==> config.mk <==
export PLATFORM = sky130hd
export DESIGN_NAME = cos_irq_ctrl
export DESIGN_NICKNAME = d
export VERILOG_FILES = /design/src/rtl/cos_irq_pkg.sv /design/src/rtl/cos_sync.sv /design/src/rtl/cos_edge_latch.sv /design/src/rtl/cos_regs.sv /design/src/rtl/cos_irq_ctrl.sv
export SDC_FILE = /design/constraint.sdc
export NUM_CORES = 1
export LEC_CHECK = 0
export ABC_AREA = 1
export BUFFER_PORTS_ARGS = -buffer_cell sky130_fd_sc_hd__buf_2
export CORE_MARGIN = 3
export CORE_UTILIZATION = 53
export DETAILED_ROUTE_END_ITERATION = 16
export GPL_TIMING_DRIVEN = 0
export HOLD_SLACK_MARGIN = 0.1
export PLACE_DENSITY_LB_ADDON = 0.12
export SKIP_CTS_REPAIR_TIMING = 1
export SLEW_MARGIN = 10
export SYNTH_ARGS = -nofsm -noshare
export SYNTH_HDL_FRONTEND = slang
export SYNTH_SLANG_ARGS = --single-unit
==> constraint.sdc <==
create_clock -name clk -period 3.8 [get_ports clk]
set_clock_uncertainty 0.1 [all_clocks]
set_input_delay 0.76 -clock clk [delete_from_list [all_inputs] [get_ports clk]]
set_output_delay 0.76 -clock clk [all_outputs]
set_load 0.01 [all_outputs]
==> src/rtl/cos_irq_pkg.sv <==
package cos_irq_pkg;

   localparam int unsigned DATA_W = 8;
   localparam int unsigned ADDR_W = 4;

   // Offsets; the group index is added to a base, so the order matters.
   localparam logic [ADDR_W-1:0] RAW_BASE = 4'h4;
   localparam logic [ADDR_W-1:0] STS_BASE = 4'h8;
   localparam logic [ADDR_W-1:0] EN_ADDR  = 4'hE;

   typedef enum logic [1:0] {
      ACC_NONE,
      ACC_RAW,
      ACC_STS,
      ACC_EN
   } acc_kind_e;

endpackage

==> src/rtl/cos_sync.sv <==
module cos_sync #(
   parameter int unsigned WIDTH  = 32,
   parameter int unsigned STAGES = 2
) (
   input  logic             clk,
   input  logic             rst_n,
   input  logic [WIDTH-1:0] d_async,
   output logic [WIDTH-1:0] d_sync
);

   if (STAGES < 2) begin : g_bad_stages
      $error("cos_sync: STAGES must be at least 2");
   end

   logic [WIDTH-1:0] stg [STAGES];

   for (genvar s = 0; s < STAGES; s++) begin : g_stage
      if (s == 0) begin : g_first
         always_ff @(posedge clk or negedge rst_n) begin
            if (!rst_n) stg[s] <= '0;
            else        stg[s] <= d_async;
         end
      end else begin : g_next
         always_ff @(posedge clk or negedge rst_n) begin
            if (!rst_n) stg[s] <= '0;
            else        stg[s] <= stg[s-1];
         end
      end
   end

   assign d_sync = stg[STAGES-1];

endmodule

==> src/rtl/cos_edge_latch.sv <==
module cos_edge_latch #(
   parameter int unsigned WIDTH = 8
) (
   input  logic             clk,
   input  logic             rst_n,
   input  logic [WIDTH-1:0] level,
   input  logic             en_rise,
   input  logic             en_fall,
   input  logic [WIDTH-1:0] clr,
   output logic [WIDTH-1:0] status
);

   logic [WIDTH-1:0] prev_q;
   logic [WIDTH-1:0] rise;
   logic [WIDTH-1:0] fall;
   logic [WIDTH-1:0] hit;

   assign rise = level & ~prev_q;
   assign fall = ~level & prev_q;
   assign hit  = ({WIDTH{en_rise}} & rise) | ({WIDTH{en_fall}} & fall);

   always_ff @(posedge clk or negedge rst_n) begin
      if (!rst_n) begin
         prev_q <= '0;
         status <= '0;
      end else begin
         prev_q <= level;
         // A fresh edge takes priority over a clear of the same bit.
         status <= (status & ~clr) | hit;
      end
   end

endmodule

==> src/rtl/cos_regs.sv <==
module cos_regs
   import cos_irq_pkg::*;
#(
   parameter int unsigned NGRP    = 4,
   parameter int unsigned GROUP_W = 8,
   localparam int unsigned ALL_W  = NGRP * GROUP_W,
   localparam int unsigned SEL_W  = (NGRP > 1) ? $clog2(NGRP) : 1
) (
   input  logic              clk,
   input  logic              rst_n,
   input  logic [ADDR_W-1:0] bus_addr,
   input  logic              bus_wr,
   input  logic              bus_rd,
   input  logic [DATA_W-1:0] bus_wdata,
   input  logic [ALL_W-1:0]  raw_flat,
   input  logic [ALL_W-1:0]  sts_flat,
   output logic [2*NGRP-1:0] en_q,
   output logic [ALL_W-1:0]  clr_flat,
   output logic [DATA_W-1:0] bus_rdata,
   output logic              bus_rvalid
);

   acc_kind_e        kind;
   logic [SEL_W-1:0] grp_sel;
   logic [DATA_W-1:0] rd_mux;

   always_comb begin
      kind    = ACC_NONE;
      grp_sel = '0;
      if (bus_addr == EN_ADDR) kind = ACC_EN;
      for (int g = 0; g < int'(NGRP); g++) begin
         if (int'(bus_addr) == int'(STS_BASE) + g) begin
            kind    = ACC_STS;
            grp_sel = SEL_W'(g);
         end
         if (int'(bus_addr) == int'(RAW_BASE) + g) begin
            kind    = ACC_RAW;
            grp_sel = SEL_W'(g);
         end
      end
   end

   for (genvar g = 0; g < NGRP; g++) begin : g_clr
      assign clr_flat[g*GROUP_W +: GROUP_W] =
         (bus_wr && kind == ACC_STS && grp_sel == SEL_W'(g)) ? bus_wdata : '0;
   end

   always_ff @(posedge clk or negedge rst_n) begin
      if (!rst_n)                       en_q <= '0;
      else if (bus_wr && kind == ACC_EN) en_q <= bus_wdata;
   end

   always_comb begin
      unique case (kind)
         ACC_EN:  rd_mux = en_q;
         ACC_STS: rd_mux = sts_flat[int'(grp_sel)*GROUP_W +: GROUP_W];
         ACC_RAW: rd_mux = raw_flat[int'(grp_sel)*GROUP_W +: GROUP_W];
         default: rd_mux = '0;
      endcase
   end

   always_ff @(posedge clk or negedge rst_n) begin
      if (!rst_n) begin
         bus_rvalid <= 1'b0;
         bus_rdata  <= '0;
      end else begin
         bus_rvalid <= bus_rd;
         if (bus_rd) bus_rdata <= rd_mux;
      end
   end

endmodule

==> src/rtl/cos_irq_ctrl.sv <==
module cos_irq_ctrl
   import cos_irq_pkg::*;
#(
   parameter int unsigned ISO_GROUPS  = 3,
   parameter int unsigned TTL_GROUPS  = 1,
   parameter int unsigned GROUP_W     = 8,
   parameter int unsigned SYNC_STAGES = 2,
   localparam int unsigned NGRP  = ISO_GROUPS + TTL_GROUPS,
   localparam int unsigned ISO_W = ISO_GROUPS * GROUP_W,
   localparam int unsigned TTL_W = TTL_GROUPS * GROUP_W,
   localparam int unsigned ALL_W = ISO_W + TTL_W
) (
   input  logic              clk,
   input  logic              rst_n,
   input  logic [ISO_W-1:0]  iso_in,
   input  logic [TTL_W-1:0]  ttl_in,
   input  logic [ADDR_W-1:0] bus_addr,
   input  logic              bus_wr,
   input  logic              bus_rd,
   input  logic [DATA_W-1:0] bus_wdata,
   output logic [DATA_W-1:0] bus_rdata,
   output logic              bus_rvalid,
   output logic              irq
);

   if (GROUP_W != DATA_W) begin : g_bad_gw
      $error("cos_irq_ctrl: a group must fill one bus byte");
   end
   if (2 * NGRP != DATA_W) begin : g_bad_ngrp
      $error("cos_irq_ctrl: enable byte needs two bits per group");
   end
   if (int'(RAW_BASE) + int'(NGRP) > int'(STS_BASE)) begin : g_bad_map
      $error("cos_irq_ctrl: level and status windows overlap");
   end

   logic [ALL_W-1:0]  raw_flat;
   logic [ALL_W-1:0]  sts_flat;
   logic [ALL_W-1:0]  clr_flat;
   logic [2*NGRP-1:0] en_bits;

   cos_sync #(
      .WIDTH  (ALL_W),
      .STAGES (SYNC_STAGES)
   ) i_sync (
      .clk     (clk),
      .rst_n   (rst_n),
      .d_async ({ttl_in, iso_in}),
      .d_sync  (raw_flat)
   );

   for (genvar g = 0; g < NGRP; g++) begin : g_grp
      cos_edge_latch #(
         .WIDTH (GROUP_W)
      ) i_latch (
         .clk     (clk),
         .rst_n   (rst_n),
         .level   (raw_flat[g*GROUP_W +: GROUP_W]),
         .en_rise (en_bits[g]),
         .en_fall (en_bits[NGRP + g]),
         .clr     (clr_flat[g*GROUP_W +: GROUP_W]),
         .status  (sts_flat[g*GROUP_W +: GROUP_W])
      );
   end

   cos_regs #(
      .NGRP    (NGRP),
      .GROUP_W (GROUP_W)
   ) i_regs (
      .clk        (clk),
      .rst_n      (rst_n),
      .bus_addr   (bus_addr),
      .bus_wr     (bus_wr),
      .bus_rd     (bus_rd),
      .bus_wdata  (bus_wdata),
      .raw_flat   (raw_flat),
      .sts_flat   (sts_flat),
      .en_q       (en_bits),
      .clr_flat   (clr_flat),
      .bus_rdata  (bus_rdata),
      .bus_rvalid (bus_rvalid)
   );

   assign irq = |sts_flat;

endmodule

# Word level (Yosys, flattened, before mapping)
# Index checks and enable logic that the tools add are counted.
# W data, S select, Z words.
# totals
regBits	145
input_bits	48
# op_classes
eq_ne	15
shifts	2
n_mux	20
n_bitwise	40
reduce_logical	8
# ops
op	n
$and A8 B8 Y8	20
$not A8 Y8	12
$or A8 B8 Y8	8
$shiftx A32 B6 Y8	2
$eq A4 B4 Y1 const B	9
$mux W8	4
$reduce_or A32 Y1	1
$mux W2	13
$pmux W8 S3	1
$eq A2 B2 Y1 const B	4
$logic_and A1 B1 Y1	6
$eq A2 B1 Y1 const B	2
$logic_not A2 Y1	1
$mux W1	2

# Logic depth before layout (Yosys ltp)
# Gate-level depths: netlist (run 1).
# depth
depth_word	17
depth_mapped	18
mapped_depth_nobuf	17

# By module
# From an unflattened synthesis (run 1), not the netlist that was laid out.
# unflattened
cells_unflattened	719
hier_area_um2	6313.6
# by_module_without_submodules
module	instances	cells_per_inst	area_per_inst_um2
cos_edge_latch	4	74	659.4
cos_sync	1	96	1841.8
cos_regs	1	282	1655.3
cos_irq_ctrl	1	45	178.9

# Worst setup path before layout (run 1)
# OpenSTA, ideal clock, no wires.
# synth_path
path_type	input -> register
startpoint	input bus_addr[0]
endpoint	register i_regs.bus_rdata[1]
setup_ns	0.117
arrival_time_ns	2.440
required_time_ns	3.583
setup_slack_ns	1.143
stages	16
cell_sequence	buf_4 > nor2_2 > inv_1 > o21ai_0 > inv_1 > ha_1 > buf_2 > buf_2 > o21ai_0 > nand2_1 > nand2_1 > nor2_1 > nand2_1 > nand2_1 > nand2_1 > nand2_1
# synth_between
elab_chain_cells	12
word_cells_on_any_way	30
# synth_lines
element	line_no	text
start, declared	cos_irq_ctrl.sv:17	input logic [ADDR_W-1:0] bus_addr,
branches (longest 11 deep; another with $shiftx A32 B6 Y8)	n/a	
$pmux W8 S3 (*)	cos_regs.sv:54	unique case (kind)
end signal, assigned	cos_regs.sv:68	if (bus_rd) bus_rdata <= rd_mux;
end, declared	cos_regs.sv:19	output logic [DATA_W-1:0] bus_rdata,
# Every way passes the cells marked *.
# A chain may end at the register's enable or synchronous reset.

# Worst setup path after layout (run 1)
# layout_path
startpoint	register g_grp[0].i_latch.status[0]
endpoint	output irq
# layout_between
elab_chain_cells	1
# layout_lines
element	line_no	text
start, declared	cos_edge_latch.sv:10	output logic [WIDTH-1:0] status
start signal, assigned	cos_edge_latch.sv:29	status <= (status & ~clr) | hit;
$reduce_or A32 Y1	cos_irq_ctrl.sv:83	assign irq = |sts_flat;
end, declared	cos_irq_ctrl.sv:23	output logic irq
# No other way between the ends.

==> run summary, run 1 <==
Status: finished, final reports clean
Worst setup margin: 660 ps
Most frequent cells in the layout: 145 x nand2_1, 145 x dfrtp_1, 65 x nor2_1
Final setup violation count: 0
DRT iter0 DRCs: 385
Syn_area_per_cell: 9.67 sq um
Initial Util: 54.6%
DR vias/cell: 5.37
Finished Core Util: 64.6%
Fin. Hold Viols: 0
Die X-Extent: 109 um
Post-DRT Antenna Nets: 0
Setup TNS: 0 ps
Synth warnings: 0
CTS root buf: clkbuf_8
Final Hold Slack: 215 ps
Slowest-stage cell, CP: nor4_1
Syn Nets: 635
Layout cells sized above 1: 16.7%
Gpl congestion: 0.888
Number of core rows: 37
Core area: 10,300 sq um
Max_cap viols: 0
CTS sink count: 145
Layout area overhead: 18.3%
Overall global routing resource usage: 26.2%
Power per cell area: 563 nW/um^2
Sequential fraction of the synthesis area: 64.4%
Final min period: 3140 ps
Critical path's top delay family: simple AND/OR/NAND/NOR gates
Worst path arrival time: 2280 ps
Number of global-route vias before repair: 4,267
Reg2Reg Depth: 5
CTS tree: yes
Reported leakage power: 3.12 nW
Crit. path cell count: 4
First-pass iteration count of the detailed router: 5
Mapped cell area: 5640 sq um
Final wirelength: 14,200 um
WP buf/inv: 1
Synth area leader: dfrtp_1
Worst-path maximum fanout: 3
Worst path cell trace: nor4_1 > nand4_1 > or2_2 > buf_2
Fin crit share: 82.6%
Slew Limit Fails: 0
Pin count of the biggest net entering global routing: 95
Min-delay worst type: primary input to asynchronous set/reset pin
Max_slew headroom: 44.2%
Post-Syn Instances: 583
CP required: 2940 ps
Placed wire-length estimate: 9840 um
Dpl cells: 776
Worst Tran Pin Value: 836 ps
RSZ-0062 raised after global routing: false
CP startpoint kind: register
CP Class: register to output pin
Post-DR wirelength/cell: 17.5 um
CTS Buf Count: 17
Total die area: 11,900 sq um
#FFs+latches synth: 145
Worst vdd ir: 0.428 mV
Top cell type's share of synthesized area: 64.4%
Fmax: 319 MHz
Die height: 109 um
# IOs: 58
Synth area leaders: dfrtp_1 64%, nand2_1 9.7%, nor2_1 4.3%
Crit path largest cell delay: 630 ps
Post-route DRC: 0
Vias post-DR: 4,336
Gr ovfl total: 0
Finished Layout Cells: 808
Port bufs: 56
Dpl ws: 632 ps
Number of antenna violations at the first check in global routing: 0
Antenna diode count: 0
H-tree lvl count: 4
Worst-path clk slew: 60 ps
Nets: 711
Worst skew pair latency: 540 ps
Post-synth cell types: 27
Worst setup EP type: output pin
CTS Buffer Depth: 2
First-pass GRT wire length: 22,500 um
## routing by layer
| metal | vias to the layer above | track usage, % | wire, um |
|---|---|---|---|
| li1 | 2052 | - | - |
| met1 | 2100 | 34.3 | 6080 |
| met2 | 154 | 41.1 | 6820 |
| met3 | 30 | 7.16 | 879 |
| met4 | 0 | 11.5 | 388 |
| met5 | - | 0 | 0 |
## kinds of logic after synthesis
| group | share of synthesized area (%) |
|---|---|
| compound gates | 10.7 |
| fa+ha+maj | 0.888 |
| buf+inv | 4.93 |
| flops | 64.4 |
| simple gates | 19.1 |
## final cells by class
type                            instances  area (sq um)
Clock inverter                         13           126
Tap cell                              136           170
Clock buffer                           19           422
Timing Repair Buffer                   57           314
Fill cell                             842          3650
Inverter                               51           191
Multi-Input combinational cell        368          1730
Sequential cell                       145          3630
Buffer                                 19          86.3
## state kept, by name (all words and copies together) (netlist names)
name                  count
i_sync.stg               32
i_regs.en_q               8
i_regs.bus_rvalid         1
g_grp.i_latch.status     32
g_grp.i_latch.prev_q     32
i_regs.bus_rdata          8
i_sync.d_sync            32
## synth_stat cells
library cell / instances
o21ai_0: 41
clkbuf_1: 4
buf_2: 6
or2_2: 1
inv_2: 5
nand4_1: 3
nand2_2: 5
o2bb2ai_1: 1
nor2_1: 65
buf_1: 7
o21ai_2: 3
buf_4: 2
a21oi_1: 21
dfrtp_1: 145
clkinv_1: 1
o21ai_1: 5
o221ai_1: 3
o21ai_4: 1
nand3_1: 33
nand2_1: 145
o211ai_1: 21
inv_1: 45
or2_1: 1
nor4_1: 8
nor2_2: 2
ha_1: 4
a31oi_1: 5
## metrics by stage
stage | power (W) | instance area, sq um
after CTS | 0.00379 | 6670
after detailed placement | 0.00224 | 6120
after floorplan | 0.00202 | 5640
final | 0.00375 | 6670
after global placement | 0.00222 | 6090
after global routing | 0.00392 | 6670
## final timing paths
kind | slack (ps) | to | from
max | 660 | irq | g_grp[0].i_latch.status[0]
min | 210 | i_sync.d_sync[0] | rst_n
max reg2reg | 2440 | g_grp[1].i_latch.status[7] | i_regs.en_q[1]
min reg2reg | 250 | i_sync.d_sync[0] | i_sync.stg[32]
max in group asynchronous | 2650 | i_sync.stg[55] | rst_n
min in group clk | 220 | i_sync.stg[37] | iso_in[5]
## report_power, final
part / internal, W / total (W) / switching (W) / leakage, nW
logic: 0.000142 / 0.000466 / 0.000324 / 1.22
clock network: 0.000879 / 0.00154 / 0.000656 / 0.268
registers: 0.00167 / 0.00175 / 0.0000825 / 1.63
(Power assumes the default switching activity.)
==> run 2: changes to the inputs <==
Settings changed: ABC_AREA 1 to 0, CORE_UTILIZATION 53 to 52.
Clock period 3.8 ns to 2.7 ns, I/O delays scaled along.
==> run 2 against run 1 <==
Compared with the run above:
- sequential cell count stayed put
- count of clock-buffer cells in the layout up 1
- global-route usage down 2.2 points
- synthesized area fell by 1.5%
- cell count decreased by 11%
- core utilization grew 2.5 points
- non-clock buffer count up 33
- register-to-register slack worse by 1300 ps
- clock power grew 43%
- largest power group unchanged
- die area up 0.35%
==> run summary, run 2 <==
CP startpoint kind: register
Count leader, synth: dfrtp_1
Min-delay worst type: primary input to register
Area post-placement: 6040 sq um
Worst setup margin: 101 ps
Vias post-DR: 3,980
Switching Fraction: 26.8%
Number of global-route vias before repair: 4,019
Mapped cell area: 5550 sq um
Gpl congestion: 0.899
Final setup violation count: 0
Power per cell area: 762 nW/um^2
Crit path largest cell delay: 420 ps
Layout area overhead: 25.3%
Most instantiated cells after synthesis: 145 x dfrtp_1, 88 x nand2_1, 25 x o22ai_1
#FFs+latches synth: 145
Die height: 109 um
Post-synth cell types: 36
Worst setup EP type: output pin
Most frequent cells in the layout: 145 x dfrtp_1, 88 x nand2_1, 59 x buf_2
Syn_area_per_cell: 12.1 sq um
Number of antenna violations at the first check in global routing: 0
First-pass iteration count of the detailed router: 5
Worst path cell trace: nor4_2 > nand4_1 > or2_2 > buf_2
Port bufs: 56
Die X-Extent: 109 um
Nets: 621
Final Hold Slack: 231 ps
Fin area: 6950 sq um
Post-DRT Antenna Nets: 0
Worst path arrival time: 1960 ps
Pin count of the biggest net entering global routing: 86
Worst vdd ir: 0.548 mV
Antenna diode count: 0
Synth warnings: 0
Post-DR wirelength/cell: 18.5 um
Register share of total power: 46.7%
# IOs: 58
Final wirelength: 13,300 um
Synth area leaders: dfrtp_1 65%, nand2_1 6.0%, mux2_2 4.3%
CTS Buf Count: 17
Worst Tran Pin Value: 755 ps
CP Class: register to output pin
Synth area leader: dfrtp_1
H-tree lvl count: 4
Top cell type's share of synthesized area: 65.4%
Slowest-stage cell, CP: dfrtp_1
CTS root buf: clkbuf_8
Worst skew pair latency: 540 ps
Setup TNS: 0 ps
Gr ovfl total: 0
Worst-path clk slew: 60 ps
Reported leakage power: 2.89 nW
Initial Util: 53.5%
First-pass GRT wire length: 21,000 um
Slew Limit Fails: 0
CP required: 2060 ps
RSZ-0062 raised after global routing: false
Layout cells sized above 1: 21.3%
WP buf/inv: 1
Psw: 0.00142 W
Status: finished, final reports clean
Clock group share of total power: 41.4%
Overall global routing resource usage: 24.0%
EDFF count, synth: 0
Post-Syn Instances: 459
CTS sink count: 145
CTS Buffer Depth: 2
Fin crit share: 96.2%
Critical path's top delay family: simple AND/OR/NAND/NOR gates
Number of core rows: 37
Finished Core Util: 67.0%
Filler instances: 795
Placed wire-length estimate: 8710 um
Dpl ws: -418 ps
Total die area: 11,900 sq um
Core area: 10,400 sq um
Fin. Hold Viols: 0
Post-synth ARST share: 100%
DR vias/cell: 5.54
Comb power frac: 11.8%
Sequential fraction of the synthesis area: 65.4%
Commonest non-fill, non-tap cell in the layout: dfrtp_1
Pint: 0.00388 W
CTS tree: yes
Post-route DRC: 0
Syn Nets: 511
Top FF cell, synth: dfrtp_1
Worst-path maximum fanout: 3
Final min period: 2600 ps
DRT iter0 DRCs: 346
Max_cap viols: 0
Max_slew headroom: 49.7%
Fmax: 385 MHz
[run 2: changes by cell type in the layout (fill, tap and decap cells not counted), moves of 24 or more]
cell / before / now
a21o_1: 0 / 24
dlygate4sd3_1: 0 / 34
inv_1: 45 / 18
nand2_1: 145 / 88
nor2_1: 65 / 2
o21ai_0: 41 / 14
o22ai_1: 0 / 25
[run 2: layout make-up]
cell class | instances | area (sq um) | share of cell area, %
plain buffers | 18 | 73.8 | 1.06
clock buffers | 20 | 435 | 6.26
clock inverters | 12 | 121 | 1.75
inverters | 18 | 67.6 | 0.972
multi-input cells | 278 | 1800 | 25.9
flip-flops and latches | 145 | 3630 | 52.2
well taps | 136 | 170 | 2.45
repair buffers | 91 | 654 | 9.41
[run 2: metrics by stage]
stage                     cells  power, W
after CTS                   684   0.00529
after floorplan             459   0.00283
after global routing        718   0.00554
after detailed placement    652   0.00309
final                       718   0.00530
after global placement      651   0.00307
[run 2: routing by layer]
layer / GRT usage [%] / wire (um) / vias up / part of all wire (%)
met2: 38.7 / 6550 / 148 / 49
li1: - / - / 1837 / -
met5: 0 / 0 / - / 0
met4: 10.2 / 358 / 0 / 2.7
met1: 30.9 / 5450 / 1961 / 41
met3: 6.40 / 917 / 34 / 6.9
[run 2: worst paths after layout]
path,start,endpoint,slack [ps],cells after the start
hold / removal,bus_wdata[2],i_regs.en_q[2],230,3
setup reg to reg,i_sync.d_sync[24],i_regs.bus_rdata[0],1150,3
hold reg to reg,i_sync.stg[63],i_sync.d_sync[31],250,0
min in group asynchronous,rst_n,i_sync.d_sync[28],530,2
max in group asynchronous,rst_n,i_sync.stg[50],1210,3
setup / recovery,g_grp[1].i_latch.status[4],irq,100,4
[run 2: logic make-up (layout without fill, tap and decap cells)]
kind of cell	Yosys count	after routing	share of synthesized area [%]
AO/OA/AOI/OAI	98	98	11.8
XOR/XNOR	2	2	0.586
adder cells (fa/ha/maj)	4	4	0.902
buffers and inverters	36	159	2.50
flip-flops	145	145	65.4
multiplexers	31	31	6.29
AND/OR/NAND/NOR	143	143	12.6
[run 2: worst reg2reg max path, stage by stage (launching register included)]
cell	delay [ps]
dfrtp_1	420
mux4_2	490
o311ai_0	300
o21ai_1	110
[run 2: power groups by stage]
stage / clock [W] / sequential [W] / combinational [W]
after global placement: 0 / 0.00250 / 0.000563
after global routing: 0.00234 / 0.00250 / 0.000703
after CTS: 0.00223 / 0.00247 / 0.000593
after detailed placement: 0 / 0.00251 / 0.000586
after floorplan: 0 / 0.00248 / 0.000351
final: 0.00220 / 0.00248 / 0.000627
